===== src/rtl/dvfs_pkg.sv =====
package dvfs_pkg;
    typedef enum logic [2:0] {
        ST_IDLE,
        ST_VOLT_UP,
        ST_FREQ_UP,
        ST_FREQ_DN,
        ST_VOLT_DN,
        ST_DONE
    } seq_state_e;
endpackage


===== src/rtl/dvfs_opp_table.sv =====
module dvfs_opp_table #(
    parameter int LEVELS = 4,
    parameter int FW     = 8,
    parameter int VW     = 8,
    localparam int IW    = (LEVELS > 1) ? $clog2(LEVELS) : 1
) (
    input  logic          clk,
    input  logic          rst_n,
    input  logic          wr_allow,
    input  logic          wr_en,
    input  logic [IW-1:0] wr_idx,
    input  logic [FW-1:0] wr_freq,
    input  logic [VW-1:0] wr_volt,
    input  logic [IW-1:0] rd_idx,
    output logic [FW-1:0] rd_freq,
    output logic [VW-1:0] rd_volt
);
    logic [FW-1:0] freq_q [LEVELS];
    logic [VW-1:0] volt_q [LEVELS];

    for (genvar g = 0; g < LEVELS; g++) begin : g_entry
        localparam logic [FW-1:0] FRST = FW'(32 * (g + 1));
        localparam logic [VW-1:0] VRST = VW'(64 + 16 * g);
        always_ff @(posedge clk or negedge rst_n) begin
            if (!rst_n) begin
                freq_q[g] <= FRST;
                volt_q[g] <= VRST;
            end else if (wr_en && wr_allow && (wr_idx == IW'(g))) begin
                freq_q[g] <= wr_freq;
                volt_q[g] <= wr_volt;
            end
        end

        AST_TABLE_LOCKED: assert property (@(posedge clk) disable iff (!rst_n)
            !wr_allow |=> $stable(freq_q[g]) && $stable(volt_q[g]));
    end

    always_comb begin
        rd_freq = freq_q[0];
        rd_volt = volt_q[0];
        for (int i = 0; i < LEVELS; i++) begin
            if (rd_idx == IW'(i)) begin
                rd_freq = freq_q[i];
                rd_volt = volt_q[i];
            end
        end
    end
endmodule


===== src/rtl/dvfs_wait_timer.sv =====
module dvfs_wait_timer #(
    parameter int TW = 24
) (
    input  logic          clk,
    input  logic          rst_n,
    input  logic          run,
    input  logic          restart,
    input  logic [TW-1:0] limit,
    output logic          expired
);
    logic [TW-1:0] cnt_q;

    always_ff @(posedge clk or negedge rst_n) begin
        if (!rst_n)
            cnt_q <= '0;
        else if (!run || restart)
            cnt_q <= '0;
        else if (cnt_q != limit)
            cnt_q <= cnt_q + 1'b1;
    end

    assign expired = run && (cnt_q == limit);
endmodule


===== src/rtl/dvfs_seq.sv =====
module dvfs_seq
    import dvfs_pkg::*;
#(
    parameter int LEVELS = 4,
    parameter int FW     = 8,
    parameter int VW     = 8,
    parameter int TW     = 24,
    localparam int IW    = (LEVELS > 1) ? $clog2(LEVELS) : 1
) (
    input  logic          clk,
    input  logic          rst_n,
    input  logic          req_valid,
    input  logic [IW-1:0] req_level,
    input  logic          cfg_we,
    input  logic [IW-1:0] cfg_idx,
    input  logic [FW-1:0] cfg_freq,
    input  logic [VW-1:0] cfg_volt,
    input  logic [TW-1:0] tmo_limit,
    input  logic          err_clr,
    output logic          vreg_req,
    output logic [VW-1:0] vreg_code,
    input  logic          vreg_settled,
    output logic          clk_req,
    output logic [FW-1:0] clk_code,
    input  logic          clk_locked,
    output logic          busy,
    output logic          done,
    output logic [IW-1:0] cur_level,
    output logic          err_busy,
    output logic          err_tmo
);
    localparam logic [FW-1:0] FREQ0 = FW'(32);
    localparam logic [VW-1:0] VOLT0 = VW'(64);

    seq_state_e    state_q, state_d;
    logic [IW-1:0] tgt_q;
    logic [FW-1:0] tgt_freq_q, tbl_freq;
    logic [VW-1:0] tgt_volt_q, tbl_volt;
    logic          up_q;
    logic          waiting, step_ok, restart, expired, accept, commit, abort;

    dvfs_opp_table #(.LEVELS(LEVELS), .FW(FW), .VW(VW)) i_table (
        .clk(clk), .rst_n(rst_n),
        .wr_allow(state_q == ST_IDLE),
        .wr_en(cfg_we), .wr_idx(cfg_idx), .wr_freq(cfg_freq), .wr_volt(cfg_volt),
        .rd_idx(req_level), .rd_freq(tbl_freq), .rd_volt(tbl_volt)
    );

    dvfs_wait_timer #(.TW(TW)) i_timer (
        .clk(clk), .rst_n(rst_n),
        .run(waiting), .restart(restart), .limit(tmo_limit), .expired(expired)
    );

    always_comb begin
        waiting = 1'b0;
        step_ok = 1'b0;
        unique case (state_q)
            ST_VOLT_UP, ST_VOLT_DN: begin waiting = 1'b1; step_ok = vreg_settled; end
            ST_FREQ_UP, ST_FREQ_DN: begin waiting = 1'b1; step_ok = clk_locked;   end
            default: ;
        endcase
    end

    assign accept  = (state_q == ST_IDLE) && req_valid;
    assign restart = step_ok && ((state_q == ST_VOLT_UP) || (state_q == ST_FREQ_DN));
    assign commit  = step_ok && ((state_q == ST_FREQ_UP) || (state_q == ST_VOLT_DN));
    assign abort   = waiting && !step_ok && expired;

    // next state
    always_comb begin
        state_d = state_q;
        unique case (state_q)
            ST_IDLE: begin
                if (req_valid) begin
                    if (req_level == cur_level)     state_d = ST_DONE;
                    else if (req_level > cur_level) state_d = ST_VOLT_UP;
                    else                            state_d = ST_FREQ_DN;
                end
            end
            ST_VOLT_UP: state_d = step_ok ? ST_FREQ_UP : (expired ? ST_IDLE : ST_VOLT_UP);
            ST_FREQ_UP: state_d = step_ok ? ST_DONE    : (expired ? ST_IDLE : ST_FREQ_UP);
            ST_FREQ_DN: state_d = step_ok ? ST_VOLT_DN : (expired ? ST_IDLE : ST_FREQ_DN);
            ST_VOLT_DN: state_d = step_ok ? ST_DONE    : (expired ? ST_IDLE : ST_VOLT_DN);
            ST_DONE:    state_d = ST_IDLE;
            default:    state_d = ST_IDLE;
        endcase
    end

    // state register
    always_ff @(posedge clk or negedge rst_n) begin
        if (!rst_n) state_q <= ST_IDLE;
        else        state_q <= state_d;
    end

    // outputs decoded from state
    always_comb begin
        vreg_req = 1'b0;
        clk_req  = 1'b0;
        done     = 1'b0;
        busy     = 1'b1;
        unique case (state_q)
            ST_IDLE:                busy     = 1'b0;
            ST_VOLT_UP, ST_VOLT_DN: vreg_req = 1'b1;
            ST_FREQ_UP, ST_FREQ_DN: clk_req  = 1'b1;
            ST_DONE:                done     = 1'b1;
            default: ;
        endcase
    end

    // datapath: target, codes, committed level, sticky flags
    always_ff @(posedge clk or negedge rst_n) begin
        if (!rst_n) begin
            tgt_q      <= '0;
            tgt_freq_q <= FREQ0;
            tgt_volt_q <= VOLT0;
            up_q       <= 1'b0;
            vreg_code  <= VOLT0;
            clk_code   <= FREQ0;
            cur_level  <= '0;
            err_busy   <= 1'b0;
            err_tmo    <= 1'b0;
        end else begin
            if (accept) begin
                tgt_q      <= req_level;
                tgt_freq_q <= tbl_freq;
                tgt_volt_q <= tbl_volt;
                up_q       <= (req_level > cur_level);
                if (req_level > cur_level)      vreg_code <= tbl_volt;
                else if (req_level < cur_level) clk_code  <= tbl_freq;
            end
            if (restart) begin
                if (up_q) clk_code  <= tgt_freq_q;
                else      vreg_code <= tgt_volt_q;
            end
            if (commit) cur_level <= tgt_q;

            if (req_valid && busy) err_busy <= 1'b1;
            else if (err_clr)      err_busy <= 1'b0;
            if (abort)             err_tmo  <= 1'b1;
            else if (err_clr)      err_tmo  <= 1'b0;
        end
    end

    AST_RAISE_ORDER: assert property (@(posedge clk) disable iff (!rst_n)
        ($rose(clk_req) && up_q) |-> $past(vreg_settled));
    AST_LOWER_ORDER: assert property (@(posedge clk) disable iff (!rst_n)
        ($rose(vreg_req) && !up_q) |-> $past(clk_locked));
    AST_ONE_CHANNEL: assert property (@(posedge clk) disable iff (!rst_n)
        !(vreg_req && clk_req));
    AST_LEVEL_WITH_DONE: assert property (@(posedge clk) disable iff (!rst_n)
        !$stable(cur_level) |-> done);
    AST_DONE_PULSE: assert property (@(posedge clk) disable iff (!rst_n)
        done |=> !done);
    AST_BUSY_FLAG: assert property (@(posedge clk) disable iff (!rst_n)
        (req_valid && busy) |=> err_busy);
    AST_TMO_IDLE: assert property (@(posedge clk) disable iff (!rst_n)
        $rose(err_tmo) |-> (!busy && $stable(cur_level)));
endmodule


===== config.mk =====
export PLATFORM = sky130hd
export DESIGN_NAME = dvfs_seq
export DESIGN_NICKNAME = d
export VERILOG_FILES = /design/src/rtl/dvfs_pkg.sv /design/src/rtl/dvfs_opp_table.sv /design/src/rtl/dvfs_wait_timer.sv /design/src/rtl/dvfs_seq.sv
export SDC_FILE = /design/constraint.sdc
export NUM_CORES = 1
export LEC_CHECK = 0
export BUFFER_PORTS_ARGS = -buffer_cell sky130_fd_sc_hd__buf_2
export CORE_ASPECT_RATIO = 1.5
export CORE_MARGIN = 2
export CORE_UTILIZATION = 45
export DETAILED_ROUTE_END_ITERATION = 12
export GPL_ROUTABILITY_DRIVEN = 0
export SYNTH_ARGS = -nofsm -noshare
export SYNTH_HDL_FRONTEND = slang
export SYNTH_SLANG_ARGS = --single-unit

===== constraint.sdc =====
create_clock -name clk -period 2.7 [get_ports clk]
set_clock_uncertainty 0.1 [all_clocks]
set_input_delay 0.405 -clock clk [delete_from_list [all_inputs] [get_ports clk]]
set_output_delay 0.405 -clock clk [all_outputs]
set_load 0.02 [all_outputs]

Yosys cells after proc, flatten, opt, wreduce, memory -nomap -nowiden
Cells that the tools add are included.
{ "totals": {"out_inout_bits": 24, "ff_bits": 130} }
{ "op_classes": {"eq_ne": 15, "n_reduce_logical": 25, "n_lt_le_gt_ge": 2, "n_mux": 38, "n_addsub": 1} }
{ "op_table": {"columns": ["cell", "n"], "rows": [
  ["$mux 8", 15],
  ["$mux 24", 2],
  ["$add 24x1->24 const B", 1],
  ["$eq 24x24->1", 1],
  ["$ne 24x24->1", 1],
  ["$mux 3", 6],
  ["$pmux 3 s5", 1],
  ["$logic_and 1x1->1", 12],
  ["$mux 1", 9],
  ["$eq 2x2->1 const B", 4],
  ["$mux 2", 4],
  ["$eq 3x2->1 const B", 2],
  ["$eq 3x3->1 const B", 2],
  ["$reduce_bool 2->1", 3],
  ["$eq 2x1->1 const B", 2],
  ["$reduce_or 2->1", 2],
  ["$reduce_or 4->1", 1],
  ["$eq 3x1->1 const B", 1],
  ["$logic_not 3->1", 1],
  ["$logic_or 1x1->1", 3],
  ["$eq 2x2->1", 1],
  ["$gt 2x2->1", 1],
  ["$logic_not 1->1", 2],
  ["$logic_not 2->1", 1],
  ["3 further kinds", 3]
]} }

Logic depth before layout (Yosys ltp)
Gate-level depths: netlist (run 1).
{ "logic_depth": {"ltp_word": 9, "ltp_mapped": 10} }

Cells and area by module
From an unflattened synthesis (run 1), not the netlist that was laid out.
{ "unflattened": {"hier_cells": 568, "hier_area_um2": 6775.2} }
{ "by_module_without_submodules": {"columns": ["mod", "cells_each", "instances", "area_each_um2"], "rows": [
  ["dvfs_opp_table", 157, 1, 2880.3],
  ["dvfs_seq", 232, 1, 2243.4],
  ["dvfs_wait_timer", 179, 1, 1651.6]
]} }

Worst setup path after synthesis (run 1)
OpenSTA, ideal clock, no wires.
{ "synth_timing": {"kind": "input-to-reg", "start": "input port req_level[0]", "end": "register vreg_code[5]", "t_arrival_ns": 1.922, "setup_slack_ns": 0.546, "cell_stages": 9, "path_cell_list": "buf_2 > buf_2 > inv_1 > ha_1 > nand2_1 > nand3_1 > buf_2 > mux2i_1 > o21ai_1"} }
{ "synth_between": {"elab_chain_cells": 8, "word_cells_on_any_way": 11, "cone_classes": "order compare: 1; eq/ne: 3; mux: 7"} }
{ "synth_lines": {"columns": ["element", "line_no", "rtl"], "rows": [
  ["start, declared", "dvfs_seq.sv:13", "input logic [IW-1:0] req_level,"],
  ["$eq 2x1->1", "dvfs_opp_table.sv:42", "if (rd_idx == IW'(i)) begin"],
  ["$mux 8 (3 in series)", "dvfs_opp_table.sv:42", null],
  ["$mux 8 *", "dvfs_seq.sv:128", "if (req_level > cur_level) vreg_code <= tbl_volt;"],
  ["$mux 8 *", "dvfs_seq.sv:123", "if (accept) begin"],
  ["$mux 8", "dvfs_seq.sv:132", "if (up_q) clk_code <= tgt_freq_q;"],
  ["$mux 8 *", "dvfs_seq.sv:131", "if (restart) begin"],
  ["end signal, assigned", "dvfs_seq.sv:128", null],
  ["end signal, assigned", "dvfs_seq.sv:133", "else vreg_code <= tgt_volt_q;"],
  ["end, declared", "dvfs_seq.sv:21", "output logic [VW-1:0] vreg_code,"]
]} }
Mark *: on every way between the ends. The rest lies on a longest branch, timed or not.
A chain may end at the register's enable or synchronous reset.

Final worst setup path (run 1)
{ "layout_timing": {"start": "register state_q[2]", "end": "register i_timer.cnt_q[19]"} }
{ "layout_between": {"elab_chain_cells": 6, "word_cells_on_any_way": 15, "cone_classes": "eq/ne: 4; mux: 3; reduce/logical: 8"} }
{ "layout_lines": {"columns": ["element", "line_no", "rtl"], "rows": [
  ["start, declared", "dvfs_seq.sv:35", "seq_state_e state_q, state_d;"],
  ["start signal, assigned", "dvfs_seq.sv:92", "else state_q <= state_d;"],
  ["$eq 3x2->1 (tied with other cells)", "dvfs_seq.sv:57, dvfs_seq.sv:65", null],
  ["$reduce_or 2->1 (tied with other cells)", null, null],
  ["$pmux 1 s2 / $mux 1 (equally long branches)", "dvfs_seq.sv:57", "unique case (state_q)"],
  ["$logic_and 1x1->1 / $logic_not 1->1 (equally long branches)", "dvfs_seq.sv:65, dvfs_wait_timer.sv:16", null],
  ["$logic_or 1x1->1 *", "dvfs_wait_timer.sv:16", "else if (!run || restart)"],
  ["$mux 24 / $reduce_bool 2->1 (equally long branches)", null, null],
  ["end signal, assigned", "dvfs_wait_timer.sv:19", "cnt_q <= cnt_q + 1'b1;"],
  ["end, declared", "dvfs_wait_timer.sv:11", "logic [TW-1:0] cnt_q;"]
]} }
Marked as above.

==> impl_metrics.json, run 1 <==
{
  "grt.total_usage_pct": 19.80,
  "clock-root-buffer": "clkbuf_16",
  "start_util_pct": 45.64,
  "place_inst": 773,
  "max_slew_margin_pct": 51.16,
  "async_flop_share_pct": 100.0,
  "coreArea_um2": 13860,
  "startpoint_type": "flip-flop",
  "yosys_warnings": 0,
  "gr-total-overflow": 0,
  "fill_cells": 1210,
  "setup_slack_ps": 232.8,
  "avgSynthCellArea_um2": 11.67,
  "dp_hpwl_um": 10080,
  "p_clk_share_pct": 29.7,
  "yosysSeqAreaShare_pct": 51.76,
  "p_sw_w": 0.002533,
  "failed_checks": "negative hold slack",
  "cts_setup_buffers": 0,
  "synth.most_common_cell": "dfrtp_1",
  "viasPerCell": 5.559,
  "fin_nets": 681,
  "syn-cell-area_um2": 6326,
  "critPathKind": "reg -> reg",
  "p_leak_nw": 3.500,
  "die_width_um": 100.8,
  "die_y_um": 149.2,
  "finalHoldViolCount": 26,
  "period_needed_ps": 2467,
  "antennaDiodeCount": 0,
  "setup_viol": 0,
  "irDropWorstVdd_mv": 0.5138,
  "grt_max_degree": 131,
  "ios": 75,
  "path_max_fanout": 15,
  "p_total_w": 0.008017,
  "via_count": 4475,
  "drive_gt1_share_pct": 30.94,
  "seq_power_share_pct": 40.7,
  "status": "finished, violations left",
  "required_ps": 2940,
  "route.detailed.drc": 0,
  "synthTopCellsByArea": "dfrtp_1, dfstp_2, mux2_2",
  "synth_cells": 542,
  "h-tree-depth": 4,
  "insertion_delay_ps": 400,
  "synth_flop_cell": "dfrtp_1",
  "wl_per_cell_um": 17.70,
  "die-area_um2": 15040,
  "clockBufferDepth": 2,
  "min_path_type": "in -> async",
  "fmax_mhz": 405.3,
  "grt_pass1_vias": 4716,
  "post-place-ws_ps": 57.62,
  "final_max_slew_viol_count": 0,
  "worst_pin_slew_ps": 732.6,
  "period_share_pct": 91.38,
  "syn2layout_area_growth_pct": 19.03,
  "ys_ff_latch": 130,
  "drt-total-wl_um": 14250,
  "p_per_area_nw_per_um2": 1065,
  "synth_commonest_cells": "dfrtp_1, nand2_1, mux2_2",
  "switching_share_pct": 31.59,
  "timing.hold.ws_ps": -33.72,
  "synthesis.nets": 596,
  "clkSinkCount": 130,
  "yosysTopAreaCell": "dfrtp_1",
  "port_buffers": 74,
  "cts.clk_slew.worst_paths_ps": 60,
  "p_comb_share_pct": 29.6,
  "rsz0062_at_grt": "no",
  "cts_buffers": 17,
  "synth_top_area_share_pct": 44.70,
  "crit_path_end_kind": "flip-flop",
  "drt-initial-drc-count": 281,
  "grt_pass1_wl_um": 23140,
  "rows": 53,
  "dr.pass1.iters": 4,
  "antenna_found_initial": 0,
  "yosysUniqueCellTypes": 53,
  "postRouteAntennaNets": 0,
  "synth_edf_count": 0,
  "tritoncts": "done",
  "critPathArrivalTime_ps": 2700,
  "drv_cap": 0,
  "fin_cells": 805,
  "fin_setup_tns_ps": 0,
  "power.internal_w": 0.005485
}
==> kinds of logic (layout without fill, tap and decap cells) <==
family / Yosys count / in the layout / share of synthesized area [%]
compound gates: 63 / 63 / 6.151
xor+xnor: 33 / 33 / 4.569
fa+ha+maj: 3 / 3 / 0.5934
buf+inv: 36 / 134 / 2.808
flops: 130 / 130 / 51.76
mux: 100 / 100 / 20.29
simple gates: 177 / 177 / 13.83
==> repair_timing <==
item,CTS,global route
gates resized for setup,0,1
hold buffers,0,0
endpoints found under the hold margin,0,0
setup endpoints to repair,0,1
==> cell type report <==
cell class                      count  area [um2]  area share [%]
Sequential cell                   130        3274           43.49
Clock buffer                       23       457.9           6.082
Tap cell                          165       206.4           2.742
Timing Repair Buffer               91       513.0           6.813
Multi-Input combinational cell    376        2880           38.25
Clock inverter                      9       156.4           2.077
Inverter                           11       41.29          0.5484
==> per-stage QoR <==
| stage | area, um2 | utilization (%) |
|---|---|---|
| 4_1_cts | 7523 | 54.28 |
| 3_5_place_dp | 6909 | 49.85 |
| 2_1_floorplan | 6326 | - |
| 5_1_grt | 7530 | 54.33 |
| 3_3_place_gp | 6909 | 49.85 |
| 6_report | 7530 | 54.33 |
==> power groups by stage <==
stage                     combinational (W)  clock [W]  sequential [W]
after floorplan                     0.00163          0         0.00328
after detailed placement            0.00239          0         0.00329
after CTS                           0.00240    0.00243         0.00326
after global routing                0.00262    0.00253         0.00336
after global placement              0.00231          0         0.00322
final                               0.00237    0.00238         0.00326
==> state kept, by name, summed over array words and instances (netlist names), 3 cells and up <==
| register | count |
|---|---|
| i_table.freq_q | 32 |
| i_table.volt_q | 32 |
| i_timer.cnt_q | 24 |
| clk_code | 8 |
| tgt_freq_q | 8 |
| tgt_volt_q | 8 |
| vreg_code | 8 |
| state_q | 3 |
==> per-layer routing <==
layer / vias to the layer above / wire length (um) / global-route usage, %
li1: 2092 / - / -
met1: 2241 / 5801 / 23.03
met2: 121 / 7762 / 35.77
met3: 21 / 465 / 4.264
met4: 0 / 222 / 6.438
met5: - / 0 / 0
==> worst paths after layout <==
| check | from | end | slack, ps | cells after the start |
|---|---|---|---|---|
| setup / recovery | state_q[2]$_DFFE_PN0P_ | i_timer.cnt_q[19]$_DFFE_PN0P_ | 230 | 6 |
| hold / removal | rst_n | i_timer.cnt_q[3]$_DFFE_PN0P_ | -30 | 2 |
| setup reg to reg | state_q[2]$_DFFE_PN0P_ | i_timer.cnt_q[19]$_DFFE_PN0P_ | 230 | 6 |
| hold reg to reg | tgt_volt_q[6]$_DFFE_PN1P_ | tgt_volt_q[6]$_DFFE_PN1P_ | 360 | 2 |
| max in group asynchronous | rst_n | i_timer.cnt_q[20]$_DFFE_PN0P_ | 1950 | 2 |
| min in group clk | err_clr | err_tmo$_DFFE_PN0P_ | 110 | 2 |
==> placed cells by master (no fill, tap or decap), drive strengths merged, types with 3 or more instances in the layout <==
| master | instances |
|---|---|
| dfrtp | 113 |
| mux2 | 66 |
| nand3 | 8 |
| nor3 | 5 |
| buf | 91 |
| or4 | 9 |
| bufinv | 4 |
| a21oi | 18 |
| nor2 | 26 |
| o22ai | 3 |
| mux2i | 18 |
| dfstp | 17 |
| clkinvlp | 3 |
| o211ai | 8 |
| nand2 | 89 |
| ha | 3 |
| nand4 | 9 |
| mux4 | 16 |
| clkbuf | 23 |
| and3 | 4 |
| nand2b | 4 |
| and4 | 3 |
| inv | 11 |
| and2 | 5 |
| or3 | 5 |
| nor4 | 7 |
| xor2 | 31 |
| o21ai | 19 |
| o21a | 3 |
==> critical path, stage by stage (launching register included) <==
cell and delay [ps]:
dfrtp_1 540, xor2_1 250, a32oi_2 330, nand2_1 120
a22o_1 400, or4_1 580, nand2_1 80
Note: power is estimated with default switching activity, not from simulation.
==> run 2: changes to the inputs <==
--- a/config.mk
+++ b/config.mk
@@ -5,12 +5,15 @@
 export SDC_FILE = /design/constraint.sdc
 export NUM_CORES = 1
 export LEC_CHECK = 0
+export ABC_AREA = 1
 export BUFFER_PORTS_ARGS = -buffer_cell sky130_fd_sc_hd__buf_2
+export CELL_PAD_IN_SITES_DETAIL_PLACEMENT = 0
+export CELL_PAD_IN_SITES_GLOBAL_PLACEMENT = 2
 export CORE_ASPECT_RATIO = 1.5
 export CORE_MARGIN = 2
-export CORE_UTILIZATION = 45
+export CORE_UTILIZATION = 35
 export DETAILED_ROUTE_END_ITERATION = 12
-export GPL_ROUTABILITY_DRIVEN = 0
+export PLACE_DENSITY_LB_ADDON = 0.1
 export SYNTH_ARGS = -nofsm -noshare
 export SYNTH_HDL_FRONTEND = slang
 export SYNTH_SLANG_ARGS = --single-unit
==> impl_metrics.json, run 2 <==
{
  "status": "finished, final reports clean",
  "cts.clk_slew.worst_paths_ps": 60,
  "clkSinkCount": 130,
  "ios": 75,
  "yosys_warnings": 0,
  "cts_setup_buffers": 0,
  "critPathKind": "reg -> reg",
  "yosysTopAreaCell": "dfrtp_1",
  "gr-total-overflow": 0,
  "synth_flop_cell": "dfrtp_1",
  "synth_commonest_cells": "nand2_1, dfrtp_1, o21ai_0",
  "synth_edf_count": 0,
  "period_share_pct": 77.12,
  "clockBufferDepth": 2,
  "viasPerCell": 4.830,
  "die_width_um": 117.2,
  "rsz0062_at_grt": "no",
  "worst_pin_slew_ps": 623.3,
  "layout_commonest_cell": "nand2_1",
  "coreArea_um2": 19010,
  "clock-root-buffer": "clkbuf_16",
  "synth_top_area_share_pct": 42.05,
  "drt-initial-drc-count": 282,
  "r2r_start": "state_q[1]$_DFFE_PN0P_",
  "synthTopCellsByArea": "dfrtp_1, nand2_1, dfstp_2",
  "yosysSeqAreaShare_pct": 48.70,
  "irDropWorstVdd_mv": 0.4514,
  "critPathArrivalTime_ps": 2270,
  "start_util_pct": 35.38,
  "min_path_type": "in -> reg",
  "crit_buf_inv": 3,
  "antennaDiodeCount": 0,
  "route.detailed.drc": 0,
  "avgSynthCellArea_um2": 8.374,
  "fin_nets": 940,
  "final_util_pct": 42.38,
  "gp_congestion": 0.8619,
  "reg_top3": "i_table.freq_q x32, i_table.volt_q x32, i_timer.cnt_q x24",
  "cp_top_family": "simple AND/OR/NAND/NOR gates",
  "antenna_found_initial": 0,
  "cts_buffers": 17,
  "synthesis.nets": 857,
  "synth.most_common_cell": "nand2_1",
  "startpoint_type": "flip-flop",
  "period_needed_ps": 2082,
  "worstSetupStartpoint": "state_q[1]$_DFFE_PN0P_",
  "grt_pass1_wl_um": 30110,
  "postRouteAntennaNets": 0,
  "required_ps": 2880,
  "port_buffers": 74,
  "crit_path_end_kind": "flip-flop",
  "synth_cells": 803,
  "dr.pass1.iters": 5,
  "crit_chain": "nor2_1 -> nand2_2 -> inv_2 -> nand2_2 -> nor2_1 -> inv_1 -> nand2_1 -> nand3_1 -> o21ai_0 -> inv_1",
  "finalHoldViolCount": 0,
  "max_slew_margin_pct": 58.35,
  "slowest_delay_ps": 400,
  "wl_per_cell_um": 15.68,
  "grt_max_degree": 76,
  "min_from": "err_clr",
  "final_max_slew_viol_count": 0,
  "multi_input_area_um2": 2977,
  "die_y_um": 173.8,
  "die-area_um2": 20360,
  "fmax_mhz": 480.3,
  "via_count": 5579,
  "p_leak_nw": 3.741,
  "yosysUniqueCellTypes": 42,
  "p_per_area_nw_per_um2": 1016,
  "grt_pass1_vias": 5811,
  "fin_setup_tns_ps": 0,
  "grt.total_usage_pct": 19.20,
  "cp_slowest_cell": "dfrtp_1",
  "final_cell_mix": "nand2_1, dfrtp_1, o21ai_0, inv_1, buf_2",
  "rows": 62,
  "drv_cap": 0,
  "seq_area_um2": 3274,
  "drt-total-wl_um": 18110,
  "tritoncts": "done",
  "async_flop_share_pct": 100.0,
  "fill_cells": 1975,
  "dp_hpwl_um": 13320,
  "ys_ff_latch": 130,
  "h-tree-depth": 4,
  "drive_gt1_share_pct": 22.14,
  "setup_viol": 0,
  "syn2layout_area_growth_pct": 19.78,
  "syn-cell-area_um2": 6724,
  "path_max_fanout": 17,
  "insertion_delay_ps": 410
}
run 2: changes by cell type in the layout (fill, tap and decap cells not counted), sizes merged, moves of 9 or more:
cell    change
inv        +79
mux2       -32
mux2i      -18
mux4       -16
nand2     +142
nand3      +30
nor2       +40
nor3       +11
o21ai      +75
o221ai     +11
or4         -9
xnor2      +18
xor2       -26
run 2: final timing paths:
check | endpoint | slack, ps | cells past startpoint
worst max-delay path | clk_code[0]$_DFF_PN0_ | 620 | 10
worst min-delay path | err_tmo$_DFFE_PN0P_ | 140 | 4
worst min register to register | tgt_volt_q[6]$_DFFE_PN1P_ | 370 | 2
worst max register to register | clk_code[0]$_DFF_PN0_ | 620 | 10
min in group asynchronous | err_tmo$_DFFE_PN0P_ | 320 | 2
max in group asynchronous | i_table.volt_q[20]$_DFFE_PN1P_ | 1370 | 3
run 2: kinds of logic (layout without fill, tap and decap cells):
kind of cell             after synthesis  after routing  share of synthesized area, %
AND/OR/NAND/NOR                      363            363                         23.37
AO/OA/AOI/OAI                        135            135                         11.31
flip-flops                           130            130                         48.70
buffers and inverters                113            209                         7.108
multiplexers                          34             34                         5.694
XOR/XNOR                              25             25                         3.256
adder cells (fa/ha/maj)                3              3                        0.5583
run 2: routing by layer:
layer / share of wire, % / global-route usage [%]
met1: 41 / 22.68
met3: 2.7 / 3.182
met4: 2.7 / 6.716
met5: 0 / 0
met2: 54 / 34.34
run 2: tightest hold or removal path, stage by stage:
cell     delay, ps
buf_2           80
inv_1           40
nand2_1         50
nand2_1         40
run 2: final cells by class:
type	instances	area share (%)
Tap cell	256	3.977
Timing Repair Buffer	92	6.649
Clock inverter	12	2.128
Clock buffer	20	5.670
Sequential cell	130	40.66
Multi-Input combinational cell	560	36.96
Inverter	85	3.961
run 2: per-stage QoR:
stage	cell area (um2)	total power, W	setup slack, ps	std cells	hold slack (ps)
3_3_place_gp	7416	0.005728	622.7	1122	204.0
3_5_place_dp	7416	0.005804	574.3	1122	202.3
5_1_grt	8054	0.008795	380.5	1155	153.8
4_1_cts	8054	0.008309	556.3	1155	122.5
2_1_floorplan	6724	0.005007	833.0	803	9.409
6_report	8054	0.008180	617.8	1155	142.0
run 2: timing repair:
item	CTS	global route
hold buffers	1	0
resized for setup	0	0
endpoints found under the hold margin	17	0
run 2: power by group:
group | switching (W) | internal (W) | leakage, nW | total (W)
logic | 0.00158 | 0.000944 | 1.84 | 0.00252
clock network | 0.000930 | 0.00153 | 0.302 | 0.00246
registers | 0.000376 | 0.00282 | 1.60 | 0.00320
total | 0.00289 | 0.00529 | 3.74 | 0.00818
==> run 3: changes to the inputs <==
--- a/config.mk
+++ b/config.mk
@@ -11,7 +11,7 @@
 export CELL_PAD_IN_SITES_GLOBAL_PLACEMENT = 2
 export CORE_ASPECT_RATIO = 1.5
 export CORE_MARGIN = 2
-export CORE_UTILIZATION = 35
+export CORE_UTILIZATION = 32
 export DETAILED_ROUTE_END_ITERATION = 12
 export PLACE_DENSITY_LB_ADDON = 0.1
 export SYNTH_ARGS = -nofsm -noshare
==> constraint.sdc (replaced) <==
create_clock -name clk -period 1.71 [get_ports clk]
set_clock_uncertainty 0.1 [all_clocks]
set_input_delay 0.2565 -clock clk [delete_from_list [all_inputs] [get_ports clk]]
set_output_delay 0.2565 -clock clk [all_outputs]
set_load 0.02 [all_outputs]
==> impl_metrics.json, run 3 (same netlist as run 2, synthesis figures left out) <==
{
  "r2r_cells": 8,
  "clock-root-buffer": "clkbuf_16",
  "syn2layout_area_growth_pct": 46.65,
  "grt_pass1_vias": 6193,
  "finalHoldViolCount": 0,
  "ff2ff_setup_slack_ps": -110,
  "seq_area_um2": 3276,
  "reg_top3": "i_table.freq_q x32, i_table.volt_q x32, i_timer.cnt_q x24",
  "dp_hpwl_um": 14180,
  "antenna_found_initial": 0,
  "status": "finished, violations left",
  "cts_buffers": 17,
  "gr-total-overflow": 0,
  "fin_nets": 1069,
  "critPathKind": "reg -> reg",
  "grt_pass1_wl_um": 32400,
  "tritoncts": "done",
  "failed_checks": "negative setup slack",
  "insertion_delay_ps": 420,
  "clkSinkCount": 130,
  "worstSetupStartpoint": "state_q[1]$_DFFE_PN0P_",
  "min_path_type": "in -> reg",
  "clockBufferDepth": 2,
  "wl_per_cell_um": 16.15,
  "drv_cap": 0,
  "irDropWorstVdd_mv": 0.8779,
  "port_buffers": 74,
  "path_max_fanout": 7,
  "final_cell_mix": "nand2_1, dfrtp_1, buf_4, inv_1",
  "grt.total_usage_pct": 19.27,
  "drt-initial-drc-count": 217,
  "coreArea_um2": 20820,
  "rsz0062_at_grt": "yes",
  "die_width_um": 122.4,
  "rows": 65,
  "setup_viol": 70,
  "layout_commonest_cell": "nand2_1",
  "fill_cells": 2094,
  "p_per_area_nw_per_um2": 1520,
  "die-area_um2": 22210,
  "final_max_slew_viol_count": 0,
  "die_y_um": 181.5,
  "cts.clk_slew.worst_paths_ps": 60,
  "period_share_pct": 106.4,
  "ios": 75,
  "antennaDiodeCount": 0,
  "gp_congestion": 0.8647,
  "regToRegEndpoint": "i_table.freq_q[18]$_DFFE_PN0P_",
  "fin_setup_tns_ps": -3413,
  "place_inst": 1220,
  "period_needed_ps": 1820,
  "grt_max_degree": 75,
  "endpoint": "i_table.freq_q[18]$_DFFE_PN0P_",
  "h-tree-depth": 4,
  "r2r_start": "state_q[1]$_DFFE_PN0P_",
  "start_util_pct": 32.30,
  "viasPerCell": 4.739,
  "startpoint_type": "flip-flop",
  "multi_input_area_um2": 3468,
  "drive_gt1_share_pct": 36.71,
  "route.detailed.drc": 0,
  "dr.pass1.iters": 4,
  "required_ps": 1910,
  "critPathArrivalTime_ps": 2020,
  "drt-total-wl_um": 20910,
  "via_count": 6137,
  "postRouteAntennaNets": 0,
  "max_slew_margin_pct": 68.04,
  "worst_pin_slew_ps": 474.4,
  "crit_path_end_kind": "flip-flop",
  "fmax_mhz": 549.5,
  "setup_slack_ps": -109.8,
  "fin_cells": 1295,
  "final_util_pct": 47.36,
  "p_leak_nw": 4.697
}
## run 3: layer usage
metal / vias up / GRT usage (%) / part of all wire, %
li1: 3041 / - / -
met1: 2980 / 20.79 / 38
met2: 81 / 36.53 / 57
met3: 35 / 3.329 / 2.4
met4: 0 / 7.218 / 2.6
met5: - / 0 / 0
## run 3: final cells by class
cell class / count / area share (%)
Clock buffer: 27 / 5.304
Clock inverter: 4 / 0.9643
Inverter: 85 / 3.413
Multi-Input combinational cell: 562 / 35.17
Sequential cell: 130 / 33.22
Tap cell: 268 / 3.401
Timing Repair Buffer: 219 / 18.53
## run 3: per-stage QoR
step	setup WS (ps)	hold WS, ps	power, W	cell area, um2
6_report	-109.8	16.09	0.01499	9861
5_1_grt	-183.3	9.300	0.01595	9861
4_1_cts	-114.1	0.9195	0.01461	9452
3_5_place_dp	-185.2	195.0	0.009796	8183
3_3_place_gp	-183.5	192.8	0.009668	8183
2_1_floorplan	-82.65	-139.1	0.007964	6754
## run 3: critical path: stages (launching register included)
cell and delay (ps):
dfrtp_1 430, nor2_4 170, nand2_4 90, clkinv_4 70, nand2_8 70, nor3_4 160, buf_12 150, clkbuf_16 160
mux2_4 300
## run 3: how the worst min path moves through the flow
stage	start	cells past startpoint	endpoint	slack [ps]
2_1_floorplan	rst_n	0	clk_code[0]$_DFF_PN0_	-140
3_3_place_gp	rst_n	2	err_tmo$_DFFE_PN0P_	190
3_5_place_dp	rst_n	2	err_tmo$_DFFE_PN0P_	190
4_1_cts	req_valid	2	err_busy$_DFFE_PN0P_	0.9
5_1_grt	cfg_freq[0]	3	i_table.freq_q[16]$_DFFE_PN0P_	9
6_report	cfg_freq[0]	3	i_table.freq_q[16]$_DFFE_PN0P_	20
## run 3: timing repair
item                       4_1_cts  5_1_grt
gates resized for setup         98       71
hold endpoints to repair       143        0
pin swaps                       19       13
hold buffers                    16        0
setup endpoints to repair       86      122
cloned                           4        3
setup buffers                   13       10
## run 3: where the power goes
group	internal [W]	switching, W
sequential	0.00447	0.000648
clock	0.00252	0.00132
combinational	0.00284	0.00320
total	0.00982	0.00517
